### src/rtl/rsqrt_pkg.sv
package rsqrt_pkg;
  localparam int WORD_W    = 64;
  localparam int SP_FRAC_W = 23;
  localparam int SP_EXP_W  = 8;
  localparam int DP_FRAC_W = 52;
  localparam int DP_EXP_W  = 11;
  localparam int SP_BIAS   = 127;
  localparam int DP_BIAS   = 1023;
  localparam int ROM_AW    = 7;
  localparam int ROM_DW    = 7;
  localparam int LZ_W      = $clog2(DP_FRAC_W);
  localparam int EXP_CALC_W = DP_EXP_W + 3;

  typedef struct packed {
    logic capture;
    logic fmtDouble;
  } strobes_t;
endpackage

### src/rtl/rsqrt_rom.sv
module rsqrt_rom #(
  parameter int ADDR_W = 7,
  parameter int DATA_W = 7
) (
  input  logic [ADDR_W-1:0] rdAddr,
  output logic [DATA_W-1:0] rdData
);
  localparam int DEPTH = 1 << ADDR_W;
  localparam int HALF  = DEPTH / 2;
  localparam int YMIN  = 1 << DATA_W;
  localparam int LIMIT = 1 << 23;

  // Entry = floor(256*sqrt(128/(k*(2f+129)))) - 128, computed exactly with integers.
  function automatic logic [DATA_W-1:0] entryOf(input int idx);
    int k, d, y;
    k = (idx >= HALF) ? 1 : 2;
    d = k * (2 * (idx % HALF) + 129);
    y = YMIN;
    for (int t = YMIN; t < 2 * YMIN; t++)
      if (t * t * d <= LIMIT) y = t;
    return DATA_W'(y - YMIN);
  endfunction

  logic [DATA_W-1:0] table_q [DEPTH];

  for (genvar g = 0; g < DEPTH; g++) begin : g_rom
    assign table_q[g] = entryOf(g);
  end

  assign rdData = table_q[rdAddr];
endmodule

### src/rtl/rsqrt_ctrl.sv
module rsqrt_ctrl
  import rsqrt_pkg::*;
(
  input  logic     clk,
  input  logic     rstN,
  input  logic     inValid,
  input  logic     inDouble,
  output strobes_t strobes,
  output logic     outValid
);
  always_comb begin
    strobes.capture   = inValid;
    strobes.fmtDouble = inDouble;
  end

  always_ff @(posedge clk) begin
    if (!rstN) outValid <= 1'b0;
    else       outValid <= inValid;
  end
endmodule

### src/rtl/rsqrt_dp.sv
module rsqrt_dp
  import rsqrt_pkg::*;
(
  input  logic              clk,
  input  logic              rstN,
  input  strobes_t          strobes,
  input  logic [WORD_W-1:0] operand,
  output logic [WORD_W-1:0] result,
  output logic              flagInvalid,
  output logic              flagDivZero
);
  localparam int ALIGN = DP_FRAC_W - SP_FRAC_W;
  localparam logic [WORD_W-1:0] SP_QNAN = 64'h0000_0000_7FC0_0000;
  localparam logic [WORD_W-1:0] DP_QNAN = 64'h7FF8_0000_0000_0000;
  localparam logic [EXP_CALC_W-1:0] SP_BASE = EXP_CALC_W'(3 * SP_BIAS - 1);
  localparam logic [EXP_CALC_W-1:0] DP_BASE = EXP_CALC_W'(3 * DP_BIAS - 1);

  logic                  dbl, sign;
  logic [DP_EXP_W-1:0]   expField, expMax;
  logic [DP_FRAC_W-1:0]  frac, normFrac;
  logic                  expZero, expOnes, fracZero;
  logic                  isZero, isSub, isInf, isNan;
  logic [LZ_W-1:0]       lz;
  logic [EXP_CALC_W-1:0] expNum, expRes;
  logic [ROM_AW-1:0]     romIdx;
  logic [ROM_DW-1:0]     romVal;
  logic [WORD_W-1:0]     nextRes;
  logic                  nextInv, nextDz;

  always_comb begin
    dbl      = strobes.fmtDouble;
    sign     = dbl ? operand[WORD_W-1] : operand[31];
    expField = dbl ? operand[DP_FRAC_W +: DP_EXP_W]
                   : DP_EXP_W'(operand[SP_FRAC_W +: SP_EXP_W]);
    frac     = dbl ? operand[DP_FRAC_W-1:0]
                   : {operand[SP_FRAC_W-1:0], {ALIGN{1'b0}}};
    expMax   = dbl ? {DP_EXP_W{1'b1}} : DP_EXP_W'({SP_EXP_W{1'b1}});
    expZero  = (expField == '0);
    expOnes  = (expField == expMax);
    fracZero = (frac == '0);
    isZero   = expZero && fracZero;
    isSub    = expZero && !fracZero;
    isInf    = expOnes && fracZero;
    isNan    = expOnes && !fracZero;
  end

  // Leading-zero count: the highest set bit wins.
  always_comb begin
    lz = '0;
    for (int i = 0; i < DP_FRAC_W; i++)
      if (frac[i]) lz = LZ_W'(DP_FRAC_W - 1 - i);
  end

  always_comb begin
    normFrac = isSub ? DP_FRAC_W'(frac << ({1'b0, lz} + 1'b1)) : frac;
    romIdx   = {isSub ? lz[0] : expField[0], normFrac[DP_FRAC_W-1 -: ROM_AW-1]};
    expNum   = isSub ? (dbl ? DP_BASE : SP_BASE) + EXP_CALC_W'(lz)
                     : (dbl ? DP_BASE : SP_BASE) - EXP_CALC_W'(expField);
    expRes   = expNum >> 1;
  end

  rsqrt_rom #(.ADDR_W(ROM_AW), .DATA_W(ROM_DW)) uRom (
    .rdAddr(romIdx),
    .rdData(romVal)
  );

  always_comb begin
    nextInv = 1'b0;
    nextDz  = 1'b0;
    if (isNan) begin
      nextRes = dbl ? DP_QNAN : SP_QNAN;
      nextInv = !frac[DP_FRAC_W-1];
    end else if (isZero) begin
      nextRes = dbl ? {sign, {DP_EXP_W{1'b1}}, {DP_FRAC_W{1'b0}}}
                    : {32'b0, sign, {SP_EXP_W{1'b1}}, {SP_FRAC_W{1'b0}}};
      nextDz  = 1'b1;
    end else if (sign) begin
      nextRes = dbl ? DP_QNAN : SP_QNAN;
      nextInv = 1'b1;
    end else if (isInf) begin
      nextRes = '0;
    end else if (dbl) begin
      nextRes = {1'b0, expRes[DP_EXP_W-1:0], romVal, {(DP_FRAC_W-ROM_DW){1'b0}}};
    end else begin
      nextRes = {32'b0, 1'b0, expRes[SP_EXP_W-1:0], romVal, {(SP_FRAC_W-ROM_DW){1'b0}}};
    end
  end

  always_ff @(posedge clk) begin
    if (!rstN) begin
      result      <= '0;
      flagInvalid <= 1'b0;
      flagDivZero <= 1'b0;
    end else if (strobes.capture) begin
      result      <= nextRes;
      flagInvalid <= nextInv;
      flagDivZero <= nextDz;
    end
  end
endmodule

### src/rtl/rsqrt_est.sv
module rsqrt_est
  import rsqrt_pkg::*;
(
  input  logic              clk,
  input  logic              rstN,
  input  logic              inValid,
  input  logic              inDouble,
  input  logic [WORD_W-1:0] inOperand,
  output logic              outValid,
  output logic [WORD_W-1:0] outResult,
  output logic              outInvalid,
  output logic              outDivZero
);
  strobes_t strobes;

  rsqrt_ctrl uCtrl (
    .clk(clk), .rstN(rstN), .inValid(inValid), .inDouble(inDouble),
    .strobes(strobes), .outValid(outValid)
  );

  rsqrt_dp uDp (
    .clk(clk), .rstN(rstN), .strobes(strobes), .operand(inOperand),
    .result(outResult), .flagInvalid(outInvalid), .flagDivZero(outDivZero)
  );
endmodule

### config.mk
export PLATFORM = sky130hd
export DESIGN_NAME = rsqrt_est
export DESIGN_NICKNAME = d
export VERILOG_FILES = /design/src/rtl/rsqrt_pkg.sv /design/src/rtl/rsqrt_rom.sv /design/src/rtl/rsqrt_ctrl.sv /design/src/rtl/rsqrt_dp.sv /design/src/rtl/rsqrt_est.sv
export SDC_FILE = /design/constraint.sdc
export NUM_CORES = 1
export LEC_CHECK = 0
export BUFFER_PORTS_ARGS = -buffer_cell sky130_fd_sc_hd__buf_2
export CORE_MARGIN = 4
export CORE_UTILIZATION = 59
export CTS_CLUSTER_SIZE = 30
export DETAILED_ROUTE_END_ITERATION = 16
export HOLD_SLACK_MARGIN = 0.05
export PLACE_DENSITY = 0.83
export SYNTH_ARGS = -nofsm -noshare
export SYNTH_HDL_FRONTEND = slang
export SYNTH_SLANG_ARGS = --single-unit
### constraint.sdc
create_clock -name clk -period 7.8 [get_ports clk]
set_input_delay 1.17 -clock clk [delete_from_list [all_inputs] [get_ports clk]]
set_output_delay 1.17 -clock clk [all_outputs]
set_load 0.02 [all_outputs]
==> results of run 1 <==
[worst paths after layout]
check	start	end	slack, ns	cells after the start
setup / recovery	inDouble	uDp.result[46]	0.71	22
setup reg to reg	uDp.result[55]	uDp.result[55]	6.94	3
hold reg to reg	uDp.result[47]	uDp.result[47]	0.45	2
hold / removal	uDp.result[47]	uDp.result[47]	0.45	2
[per-layer routing]
metal | vias up | share of wire [%] | GRT usage [%]
met4 | 0 | 3.9 | 11.7
met2 | 643 | 43 | 51.7
li1 | 3933 | - | -
met3 | 103 | 13 | 8.40
met5 | - | 0 | 0
met1 | 3983 | 40 | 48.5
[report_power, final]
| group | total (W) | leakage, nW | switching, W | internal [W] |
|---|---|---|---|---|
| logic | 0.000637 | 2.92 | 0.000395 | 0.000242 |
| registers | 0.000211 | 0.311 | 0.00000567 | 0.000205 |
| clock network | 0.000269 | 0.0971 | 0.0000775 | 0.000192 |
[sequential cells by signal, summed over array words and instances, names as in the netlist]
register	flops
uCtrl.outValid	1
uDp.flagDivZero	1
uDp.flagInvalid	1
uDp.result	35
[metrics by stage]
stage / utilization (%) / hold WS [ns] / cells
after floorplan: - / 0.526 / 1088
after global placement: 63.3 / 0.437 / 1272
after detailed placement: 63.3 / 0.442 / 1272
after CTS: 64.9 / 0.451 / 1280
after global routing: 64.9 / 0.483 / 1280
final: 64.9 / 0.448 / 1280
[layout make-up]
cell class                 count  area (um^2)  area share, %
sequential                    38          761           9.25
clock buffer                   6          139           1.69
clock inverter                 2         60.1          0.730
multi-input combinational    871         6040           73.4
inverter                      48          200           2.43
tap                          172          215           2.62
timing repair buffer         143          813           9.89
[worst min-delay path, stage by stage, from the launching register on]
cell                      delay (ns)
sky130_fd_sc_hd__dfxtp_1        0.31
sky130_fd_sc_hd__nand2_1        0.05
sky130_fd_sc_hd__o21ai_1        0.05
[kinds of logic after synthesis]
group,after synthesis,share of synthesized area [%]
buffers and inverters,179,12.8
AO/OA/AOI/OAI,310,28.7
multiplexers,117,18.2
other,1,0.0489
AND/OR/NAND/NOR,380,25.4
XOR/XNOR,23,2.97
flip-flops,38,9.92
adder cells (fa/ha/maj),12,1.96
[layout by cell type, fill, tap and decap left out, types with 11 or more instances in the layout]
cell type	count
sky130_fd_sc_hd__mux4_2	11
sky130_fd_sc_hd__nand2_1	97
sky130_fd_sc_hd__ha_1	12
sky130_fd_sc_hd__buf_4	39
sky130_fd_sc_hd__inv_1	44
sky130_fd_sc_hd__o211ai_1	13
sky130_fd_sc_hd__buf_2	104
sky130_fd_sc_hd__nand2b_1	17
sky130_fd_sc_hd__o22ai_1	26
sky130_fd_sc_hd__nor4_1	12
sky130_fd_sc_hd__a22oi_1	11
sky130_fd_sc_hd__and2_1	32
sky130_fd_sc_hd__nor2_1	86
sky130_fd_sc_hd__o21ai_0	36
sky130_fd_sc_hd__nor2b_1	18
sky130_fd_sc_hd__mux2i_1	71
sky130_fd_sc_hd__dfxtp_1	38
sky130_fd_sc_hd__xnor2_1	13
sky130_fd_sc_hd__nor3_1	35
sky130_fd_sc_hd__a21oi_1	72
sky130_fd_sc_hd__a211oi_1	12
sky130_fd_sc_hd__mux2_2	23
sky130_fd_sc_hd__conb_1	29
sky130_fd_sc_hd__nand3_1	23
==> metrics.md, run 1 <==
| Metric | Value |
|---|---|
| Slowest cell on crit path | sky130_fd_sc_hd__a2111oi_0 |
| Critical Setup Path Class | input port to register |
| Portion of the post-synthesis area used by sequential elements | 9.92% |
| Delay contributed by the slowest stage of the critical path | 0.57 ns |
| Number of flops mapped to enable cells by yosys | 0 |
| Ratio of cells with drive above 1 in the final layout | 20.5% |
| Antenna Diode Count | 0 |
| Worst-Margin Slew | 0.912 ns |
| Fin crit share | 90.9% |
| Warnings from Yosys | 0 |
| Type of the most critical hold path | register to register |
| Final net count | 1187 |
| Final Wtd Congestion | 1.05 |
| CTS H-tree lvls | 2 |
| Cell row count | 41 |
| Count of buffering cells on the critical path with inverters included | 4 |
| Arrival time at the worst endpoint | 7.25 ns |
| Number of buffers inserted to repair setup after CTS | 0 |
| Cells traversed along the worst timing path | buf_4 > mux2i_4 > o21ai_1 > a31o_1 > or4b_1 > o22a_4 > inv_8 > buf_4 > and4_1 > or2_1 > nor2_1 > a2111oi_0 > a211o_1 > or2_1 > clkinv_8 > ha_1 > nor2_1 > o21bai_1 > a21boi_0 > o211a_1 > a32oi_1 > o211ai_1 |
| Final setup violation count | 0 |
| Required arrival time at the worst endpoint | 7.96 ns |
| Clock latency reported for the late side of the worst-skew pair | 0.28 ns |
| Count of max-cap constraint violations | 0 |
| Unrepaired setup endpoints after global routing | no |
| Vertical die dimension | approximately 120 um |
| Achievable Freq | 141 MHz |
| Post-synth top cells | sky130_fd_sc_hd__nand2_1 (97), sky130_fd_sc_hd__nor2_1 (86), sky130_fd_sc_hd__a21oi_1 (72) |
| Total of flip-flops plus latches after synthesis | 38 |
| Cells taking the most area after synthesis | sky130_fd_sc_hd__dfxtp_1 (9.9%), sky130_fd_sc_hd__mux2i_1 (9.3%), sky130_fd_sc_hd__nand2_1 (4.7%) |
| Routed length per placed instance | 21.0 um |
| Worst slew margin | 38.4% |
| Clock tree from TritonCTS | yes |
| Max FO, Critical Path | 44 |
| Count of unique library cells instantiated by Yosys | 102 |
| Maximum ir drop on the vdd rail | 117 uV |
| CP Launch Type | input port |
| Final Routed Wirelength | 26.9 mm |
| Detailed-route vias per instance | just under 7 |
| Number of pins with negative max-slew slack in the final report | 0 |
| Cell area after placement | 8030 um^2 |
| Cell family with the largest share of critical-path delay | compound AO/OA/AOI/OAI gates |
| Clock tree root buffer cell | sky130_fd_sc_hd__clkbuf_16 |
| Total die area | around 15000 um^2 |
| Iteration-0 DRC Markers | roughly 1.4k |
| Clock buffer count from CTS | 5 |
| Number of antenna violations at the first check in global routing | 0 |
| Clock Tree Buf Depth | 2 |
| I/O pin count | approximately 140 |
| Area fraction of the dominant cell type after synthesis | 9.92% |
| GR Overflow Total | 0 |
| Proportion of register bits with asynchronous set or reset after synthesis | 0% |
| Clock transition at the registers of the reported paths | 0.06 ns |
| Number of global-route vias before repair | 7840 |
| Cell area after synthesis | 7670 um^2 |
| Count of unresolved DRC violations after routing | 0 |
| Setup crit end kind | register |
| Final setup slack of the worst path | between 0.7 and 0.8 ns |
| Quantity of I/O buffers inserted on ports | 105 |
| Hold Vio Cnt, Final | 0 |
| DP HPWL | around 20 mm |
| Starting density of the core | approximately three fifths |
| Run status | finished clean |
| Number of hold-repair buffers added at the cts stage | 0 |
| Area growth syn-to-layout | 7.26% |
| Combined global-route utilization of all metal layers | 34.5% |
| Total power | 0.00112 W |
| Final clock skew | 0 ns |
| Total power density per cell area | 136 nW/um^2 |
| Num Clock Sinks | 38 |
| Number of nets with antenna violations after detailed routing | 0 |
| Primary flip-flop cell chosen by synthesis mapping | sky130_fd_sc_hd__dfxtp_1 |
| Core Region | about 13000 um^2 |
| Final-layout fill cell count | roughly 1.1k |
| Maximum number of pins on one net before global-route repair | 48 |
| TritonRoute pass-1 iters | 6 |
| Standby leakage power | between 3 and 4 nW |
| Cell area after layout | ~8200 um^2 |
| Post-cts repair resize count | 0 |
| Sum of negative setup slack | 0 ns |
| DP Worst Slack | 0.542 ns |
| Vias after detailed routing | just under 9k |
| Count leader, synth | sky130_fd_sc_hd__nand2_1 |
| Syn Area/Cell | 7.23 um^2 |
| Number of instances in the synthesized netlist | 1060 |
| Global-route wire length before repair | 41.4 mm |
| Width of the die | 122 um |
| Fin crit period | 7.09 ns |
| Top cell type by total area after synthesis | sky130_fd_sc_hd__dfxtp_1 |
No activity file was read; power rests on OpenSTA's default activity.
==> run 2: changes to the inputs <==
Clock period 7.8 ns to 6.65 ns, I/O delays scaled along.
==> run 2 against run 1 <==
  * Worst hold slack gained 0.013 ns
  * Largest cell class unchanged
  * Highest routed layer unchanged
  * Clock power grew 1%
  * Sequential share of layout area shrank 0.25 points
  * Cell area grew 2.8%
  * Die area is the same
  * Critical endpoint is now uDp.result[45]
  * Routed wire length grew 1.5%
==> metrics.md, run 2 (synthesis gave the netlist of run 1 again) <==
| Metric | Value |
|---|---|
| GR Overflow Total | 0 |
| Slack of the worst reg-to-reg path | 5.85 ns |
| Minimum hold slack | 0.461 ns |
| Core Region | around 13000 um^2 |
| Number of antenna violations at the first check in global routing | 0 |
| Largest register FFs | 35 |
| Register name with the most flops | uDp.result |
| Number of global-route vias before repair | 7896 |
| Clock transition at the registers of the reported paths | 0.06 ns |
| Final net count | roughly 1.2k |
| Critical Setup Path Class | input port to register |
| Arrival time at the worst endpoint | 6.48 ns |
| Final setup violation count | 0 |
| Clock Tree Buf Depth | 2 |
| Number of pins with negative max-slew slack in the final report | 0 |
| Starting density of the core | 60.5% |
| Worst-Margin Slew | 1.08 ns |
| Unrepaired setup endpoints after global routing | no |
| Post-cts repair resize count | 0 |
| Final clock skew | 0 ns |
| Vertical die dimension | approximately 120 um |
| Num Clock Sinks | 38 |
| Cell area after placement | about 8300 um^2 |
| I/O pin count | 135 |
| Quantity of I/O buffers inserted on ports | 105 |
| Count of max-cap constraint violations | 0 |
| Final Routed Wirelength | about 27 mm |
| DP HPWL | 20.9 mm |
| Standby leakage power | 3.46 nW |
| Fin crit period | 6.31 ns |
| Count of unresolved DRC violations after routing | 0 |
| Maximum ir drop on the vdd rail | 132 uV |
| Clock tree root buffer cell | sky130_fd_sc_hd__clkbuf_16 |
| Routed length per placed instance | 20.9 um |
| Cell area after layout | 8450 um^2 |
| Clock buffer count from CTS | 5 |
| Number of nets with antenna violations after detailed routing | 0 |
| CP endpoint | uDp.result[45] |
| Total die area | about 15000 um^2 |
| CTS H-tree lvls | 2 |
| Number of buffers inserted to repair setup after CTS | 0 |
| Critical path startpoint | inDouble |
| Final Wtd Congestion | 1.06 |
| Clock latency reported for the late side of the worst-skew pair | 0.28 ns |
| Area growth syn-to-layout | 10.2% |
| Fin crit share | between 90% and 100% |
| Maximum number of pins on one net before global-route repair | 41 |
| Clock tree from TritonCTS | yes |
| Cell row count | approximately 40 |
| Setup crit end kind | register |
| RR Endpoint | uDp.result[50] |
| Global-route wire length before repair | ~42 mm |
| Detailed-route vias per instance | between 6 and 7 |
| Commonest non-fill, non-tap cells in the layout | sky130_fd_sc_hd__buf_2 (104), sky130_fd_sc_hd__nand2_1 (97), sky130_fd_sc_hd__nor2_1 (86) |
| Run status | finished clean |
| Type of the most critical hold path | register to register |
| CP Launch Type | input port |
| Length in cells of the worst reg-to-reg path | 3 |
| Required arrival time at the worst endpoint | slightly below 7 ns |
| Sum of negative setup slack | 0 ns |
| TritonRoute pass-1 iters | 7 |
| Achievable Freq | 158 MHz |
| Number of hold-repair buffers added at the cts stage | 0 |
| Iteration-0 DRC Markers | 1303 |
| Total power | 0.00129 W |
| Combined global-route utilization of all metal layers | ~35% |
| Ratio of cells with drive above 1 in the final layout | 22.4% |
| Total power density per cell area | between 150 and 200 nW/um^2 |
| Antenna Diode Count | 0 |
| Worst slew margin | 27.0% |
| Leading cell type in the layout, fill and taps excluded | sky130_fd_sc_hd__buf_2 |
| Width of the die | 122 um |
| Startpoint of the lowest-slack register-to-register path | uDp.result[50] |
| Hold Vio Cnt, Final | 0 |
| Vias after detailed routing | 8806 |
| Max FO, Critical Path | 18 |
## run 2: metrics by stage
| step | util [%] | setup WS, ns | cells |
|---|---|---|---|
| after floorplan | - | 0.0369 | 1088 |
| after global placement | 65.3 | 0.131 | 1299 |
| after detailed placement | 65.3 | 0.117 | 1299 |
| after CTS | 66.7 | 0.390 | 1306 |
| after global routing | 66.7 | 0.00382 | 1306 |
| final | 66.7 | 0.338 | 1306 |
## run 2: how the worst min path moves through the flow
stage | from | end | slack [ns] | cells after the start
after CTS | uDp.result[48] | uDp.result[48] | 0.46 | 2
after global placement | uDp.result[48] | uDp.result[48] | 0.44 | 2
after global routing | uDp.result[47] | uDp.result[47] | 0.48 | 2
final | uDp.result[48] | uDp.result[48] | 0.46 | 2
after detailed placement | uDp.result[47] | uDp.result[47] | 0.45 | 2
after floorplan | uDp.result[45] | uDp.result[45] | 0.53 | 2
## run 2: layout make-up
| type | count | area (um^2) |
|---|---|---|
| clock inverter | 1 | 30.0 |
| sequential | 38 | 761 |
| timing repair buffer | 170 | 1070 |
| fill | 1141 | 4220 |
| clock buffer | 6 | 139 |
| tap | 172 | 215 |
| multi-input combinational | 871 | 6040 |
| inverter | 48 | 200 |
## run 2: power breakdown
group | internal (W) | total, W | switching (W)
combinational | 0.000302 | 0.000771 | 0.000469
sequential | 0.000241 | 0.000248 | 0.00000694
clock | 0.000185 | 0.000273 | 0.0000883
total | 0.000728 | 0.00129 | 0.000564
## run 2: worst max-delay path: stages
cell and delay (ns):
sky130_fd_sc_hd__buf_4 0.27, sky130_fd_sc_hd__buf_4 0.25, sky130_fd_sc_hd__inv_2 0.09, sky130_fd_sc_hd__o31ai_1 0.44, sky130_fd_sc_hd__a211oi_2 0.20, sky130_fd_sc_hd__a2111oi_2 0.45
sky130_fd_sc_hd__o211a_1 0.25, sky130_fd_sc_hd__ha_1 0.29, sky130_fd_sc_hd__inv_1 0.27, sky130_fd_sc_hd__buf_4 0.24, sky130_fd_sc_hd__mux2i_1 0.08, sky130_fd_sc_hd__mux2_1 0.37
sky130_fd_sc_hd__a21oi_1 0.15, sky130_fd_sc_hd__nor4_1 0.07, sky130_fd_sc_hd__a211o_1 0.32, sky130_fd_sc_hd__or2_1 0.35, sky130_fd_sc_hd__ha_1 0.47, sky130_fd_sc_hd__nor3_1 0.21
sky130_fd_sc_hd__and4b_1 0.21, sky130_fd_sc_hd__o32a_1 0.17, sky130_fd_sc_hd__a211oi_2 0.23, sky130_fd_sc_hd__o21ai_1 0.09
## run 2: metal layers
metal,vias up,track usage [%],wire length [um]
met5,-,0,0
met4,0,10.2,919
met3,102,9.38,3760
met2,637,53.3,11800
met1,4064,49.8,10900
li1,4003,-,-
==> run 3: changes to the inputs <==
Settings changed: ABC_AREA from default to 1, CORE_UTILIZATION 59 to 58, PLACE_DENSITY 0.83 to 0.82.
==> run 3 against run 2 <==
  * Critical path depth grew 52
  * Worst setup slack worse by 0.18 ns
  * Highest routed layer unchanged
  * Combinational power increased by 15%
==> metrics.md, run 3 <==
| Metric | Value |
|---|---|
| Post-synth top cells | sky130_fd_sc_hd__nand2_1 (447), sky130_fd_sc_hd__nand3_1 (279), sky130_fd_sc_hd__inv_1 (113) |
| Top cell type by total area after synthesis | sky130_fd_sc_hd__nand2_1 |
| Clock buffer count from CTS | 5 |
| Critical Setup Path Class | input port to register |
| Sequential cell area | 761 um^2 |
| Setup crit end kind | register |
| Fraction of the mapped netlist area in simple logic gates | between 50% and 60% |
| Global-route wire length before repair | 41.6 mm |
| Cell row count | 39 |
| Worst-Margin Slew | 0.997 ns |
| Number of nets with antenna violations after detailed routing | 0 |
| Num Clock Sinks | 38 |
| Total power | 0.00145 W |
| Worst slew margin | 32.8% |
| I/O pin count | 135 |
| Core Region | roughly 11000 um^2 |
| Multi-input combinational cell area | 5660 um^2 |
| Cell area after layout | 8830 um^2 |
| Count of max-cap constraint violations | 0 |
| Delay contributed by the slowest stage of the critical path | 0.24 ns |
| Number of antenna violations at the first check in global routing | 0 |
| Clock tree root buffer cell | sky130_fd_sc_hd__clkbuf_16 |
| Total die area | 13500 um^2 |
| Clock latency reported for the late side of the worst-skew pair | 0.28 ns |
| Cell area after synthesis | 6770 um^2 |
| Vias after detailed routing | 9990 |
| Ratio of cells with drive above 1 in the final layout | 25.0% |
| Cells taking the most area after synthesis | sky130_fd_sc_hd__nand2_1 (25%), sky130_fd_sc_hd__nand3_1 (21%), sky130_fd_sc_hd__dfxtp_1 (11%) |
| Portion of the post-synthesis area used by sequential elements | 11.2% |
| Final net count | 1565 |
| Area growth syn-to-layout | 30.4% |
| Adder-cell share of the synthesized area | 2.22% |
| Final setup violation count | 0 |
| Maximum ir drop on the vdd rail | 223 uV |
| Required arrival time at the worst endpoint | approximately 6.8 ns |
| Count of unresolved DRC violations after routing | 0 |
| GR Overflow Total | 0 |
| Type of the most critical hold path | register to register |
| Clock Tree Buf Depth | 2 |
| Fin crit period | about 6.5 ns |
| Dominant combinational cell family by area after synthesis | simple AND/OR/NAND/NOR gates |
| CP Launch Type | input port |
| Number of hold-repair buffers added at the cts stage | 0 |
| Width of the die | 116 um |
| Combined global-route utilization of all metal layers | a little under two fifths |
| Final Wtd Congestion | 1.08 |
| Final Routed Wirelength | 28.7 mm |
| Number of global-route vias before repair | 8207 |
| Number of cells in the design after placement | approximately 1.6k |
| Primary flip-flop cell chosen by synthesis mapping | sky130_fd_sc_hd__dfxtp_1 |
| CTS H-tree lvls | 2 |
| Final core utilization | a little under 80% |
| Slowest cell on crit path | sky130_fd_sc_hd__o21ai_1 |
| Largest register FFs | 35 |
| Unrepaired setup endpoints after global routing | yes |
| Clock transition at the registers of the reported paths | 0.06 ns |
| Routed length per placed instance | 17.6 um |
| Syn Area/Cell | between 5 and 6 um^2 |
| Count of unique library cells instantiated by Yosys | 40 |
| Total of flip-flops plus latches after synthesis | 38 |
| Final-layout fill cell count | 931 |
| Hold Vio Cnt, Final | 0 |
| Iteration-0 DRC Markers | 1610 |
| Fin crit share | around 98% |
| Quantity of I/O buffers inserted on ports | 105 |
| Number of pins with negative max-slew slack in the final report | 0 |
| Most Frequent Cell on Critical Path | sky130_fd_sc_hd__nand2_1 |
| Post-Synth XOR/XNOR Area | 1.16% |
| Arrival time at the worst endpoint | 6.62 ns |
| Post-synthesis compound-gate area fraction | 12.1% |
| Detailed-route vias per instance | a little over 6 |
| Leading cell type in the layout, fill and taps excluded | sky130_fd_sc_hd__nand2_1 |
| Register name with the most flops | uDp.result |
| Warnings from Yosys | 0 |
| Max FO, Critical Path | 6 |
| Commonest non-fill, non-tap cells in the layout | sky130_fd_sc_hd__nand2_1 (416), sky130_fd_sc_hd__nand3_1 (236), sky130_fd_sc_hd__inv_1 (105) |
| Cell area after placement | 7670 um^2 |
| Number of non-filler instances in the completed layout | 1629 |
| Number of flops mapped to enable cells by yosys | 0 |
| DP HPWL | 20.8 mm |
| Achievable Freq | approximately 150 MHz |
| Final clock skew | 0 ns |
| Standby leakage power | roughly 4.6 nW |
| Count leader, synth | sky130_fd_sc_hd__nand2_1 |
| TritonRoute pass-1 iters | 7 |
| Clock tree from TritonCTS | yes |
| Area fraction of the dominant cell type after synthesis | 24.8% |
| Proportion of register bits with asynchronous set or reset after synthesis | 0% |
| Antenna Diode Count | 0 |
| Run status | finished clean |
| Maximum number of pins on one net before global-route repair | between 40 and 50 |
| Proportion of synthesized area in mux cells | 0.443% |
| Total power density per cell area | 164 nW/um^2 |
| Number of instances in the synthesized netlist | 1336 |
| Starting density of the core | 59.3% |
| Vertical die dimension | 116 um |
| Minimum hold slack | 0.462 ns |
[run 3: cell types whose count changed after synthesis, sizes merged, moves of 22 or more]
cell    before  now
nand2       99  458
mux2        31    0
o21ai       46   78
inv         47  121
o22ai       26    2
and2        32    1
clkbuf      53   31
nor3        37   12
nor2        87  113
mux2i       75    3
nand3       24  279
[run 3: report_power, final]
| group | total (W) | switching (W) | internal (W) | leakage [nW] |
|---|---|---|---|---|
| sequential | 0.000247 | 0.00000665 | 0.000241 | 0.311 |
| clock | 0.000316 | 0.000101 | 0.000216 | 0.0940 |
| combinational | 0.000885 | 0.000566 | 0.000319 | 4.24 |
| total | 0.00145 | 0.000673 | 0.000776 | 4.65 |
[run 3: worst max-delay path: cells and delay by family]
kind	cells	cell delay (ns)
AOI/OAI and AO/OA	6	0.90
buffers and inverters	7	0.74
and+or+nand+nor	59	3.70
adders and majority gates	2	0.34
[run 3: layout make-up]
| class | count | area share [%] |
|---|---|---|
| multi-input combinational | 1112 | 64.1 |
| timing repair buffer | 203 | 17.6 |
| sequential | 38 | 8.61 |
| inverter | 125 | 5.45 |
| tap | 143 | 2.03 |
| clock buffer | 5 | 1.42 |
| clock inverter | 3 | 0.779 |
[run 3: cells by family after synthesis]
kind of cell    count (synthesis)
simple gates                  905
flops                          38
buf+inv                       214
mux                             3
other cells                     1
compound gates                154
xor+xnor                        9
fa+ha+maj                      12
[run 3: per-layer routing]
metal / vias to the layer above / wire length, um / track usage (%)
met5: - / 0 / 0
met4: 0 / 822 / 8.66
met3: 112 / 4080 / 7.83
met2: 791 / 12400 / 57.2
met1: 4488 / 11400 / 56.5
li1: 4599 / - / -
[run 3: path summary, 6_finish.rpt]
kind | from | to | slack (ns) | depth (start not counted)
max | inOperand[1] | uDp.result[51] | 0.16 | 74
min | uDp.result[58] | uDp.result[58] | 0.46 | 2
max reg2reg | uDp.result[54] | uDp.result[54] | 5.90 | 2
min reg2reg | uDp.result[58] | uDp.result[58] | 0.46 | 2
[run 3: stage by stage]
stage / setup WS, ns / setup TNS, ns
after floorplan: 0.0411 / 0
after global placement: -0.0553 / -0.260
after detailed placement: -0.121 / -0.690
after CTS: 0.112 / 0
after global routing: -0.476 / -5.51
final: 0.162 / 0
[run 3: repair_timing]
item | in CTS | in global routing
resized for setup | 0 | 174
setup endpoints to repair | 0 | 15
buffers inserted | 0 | 23
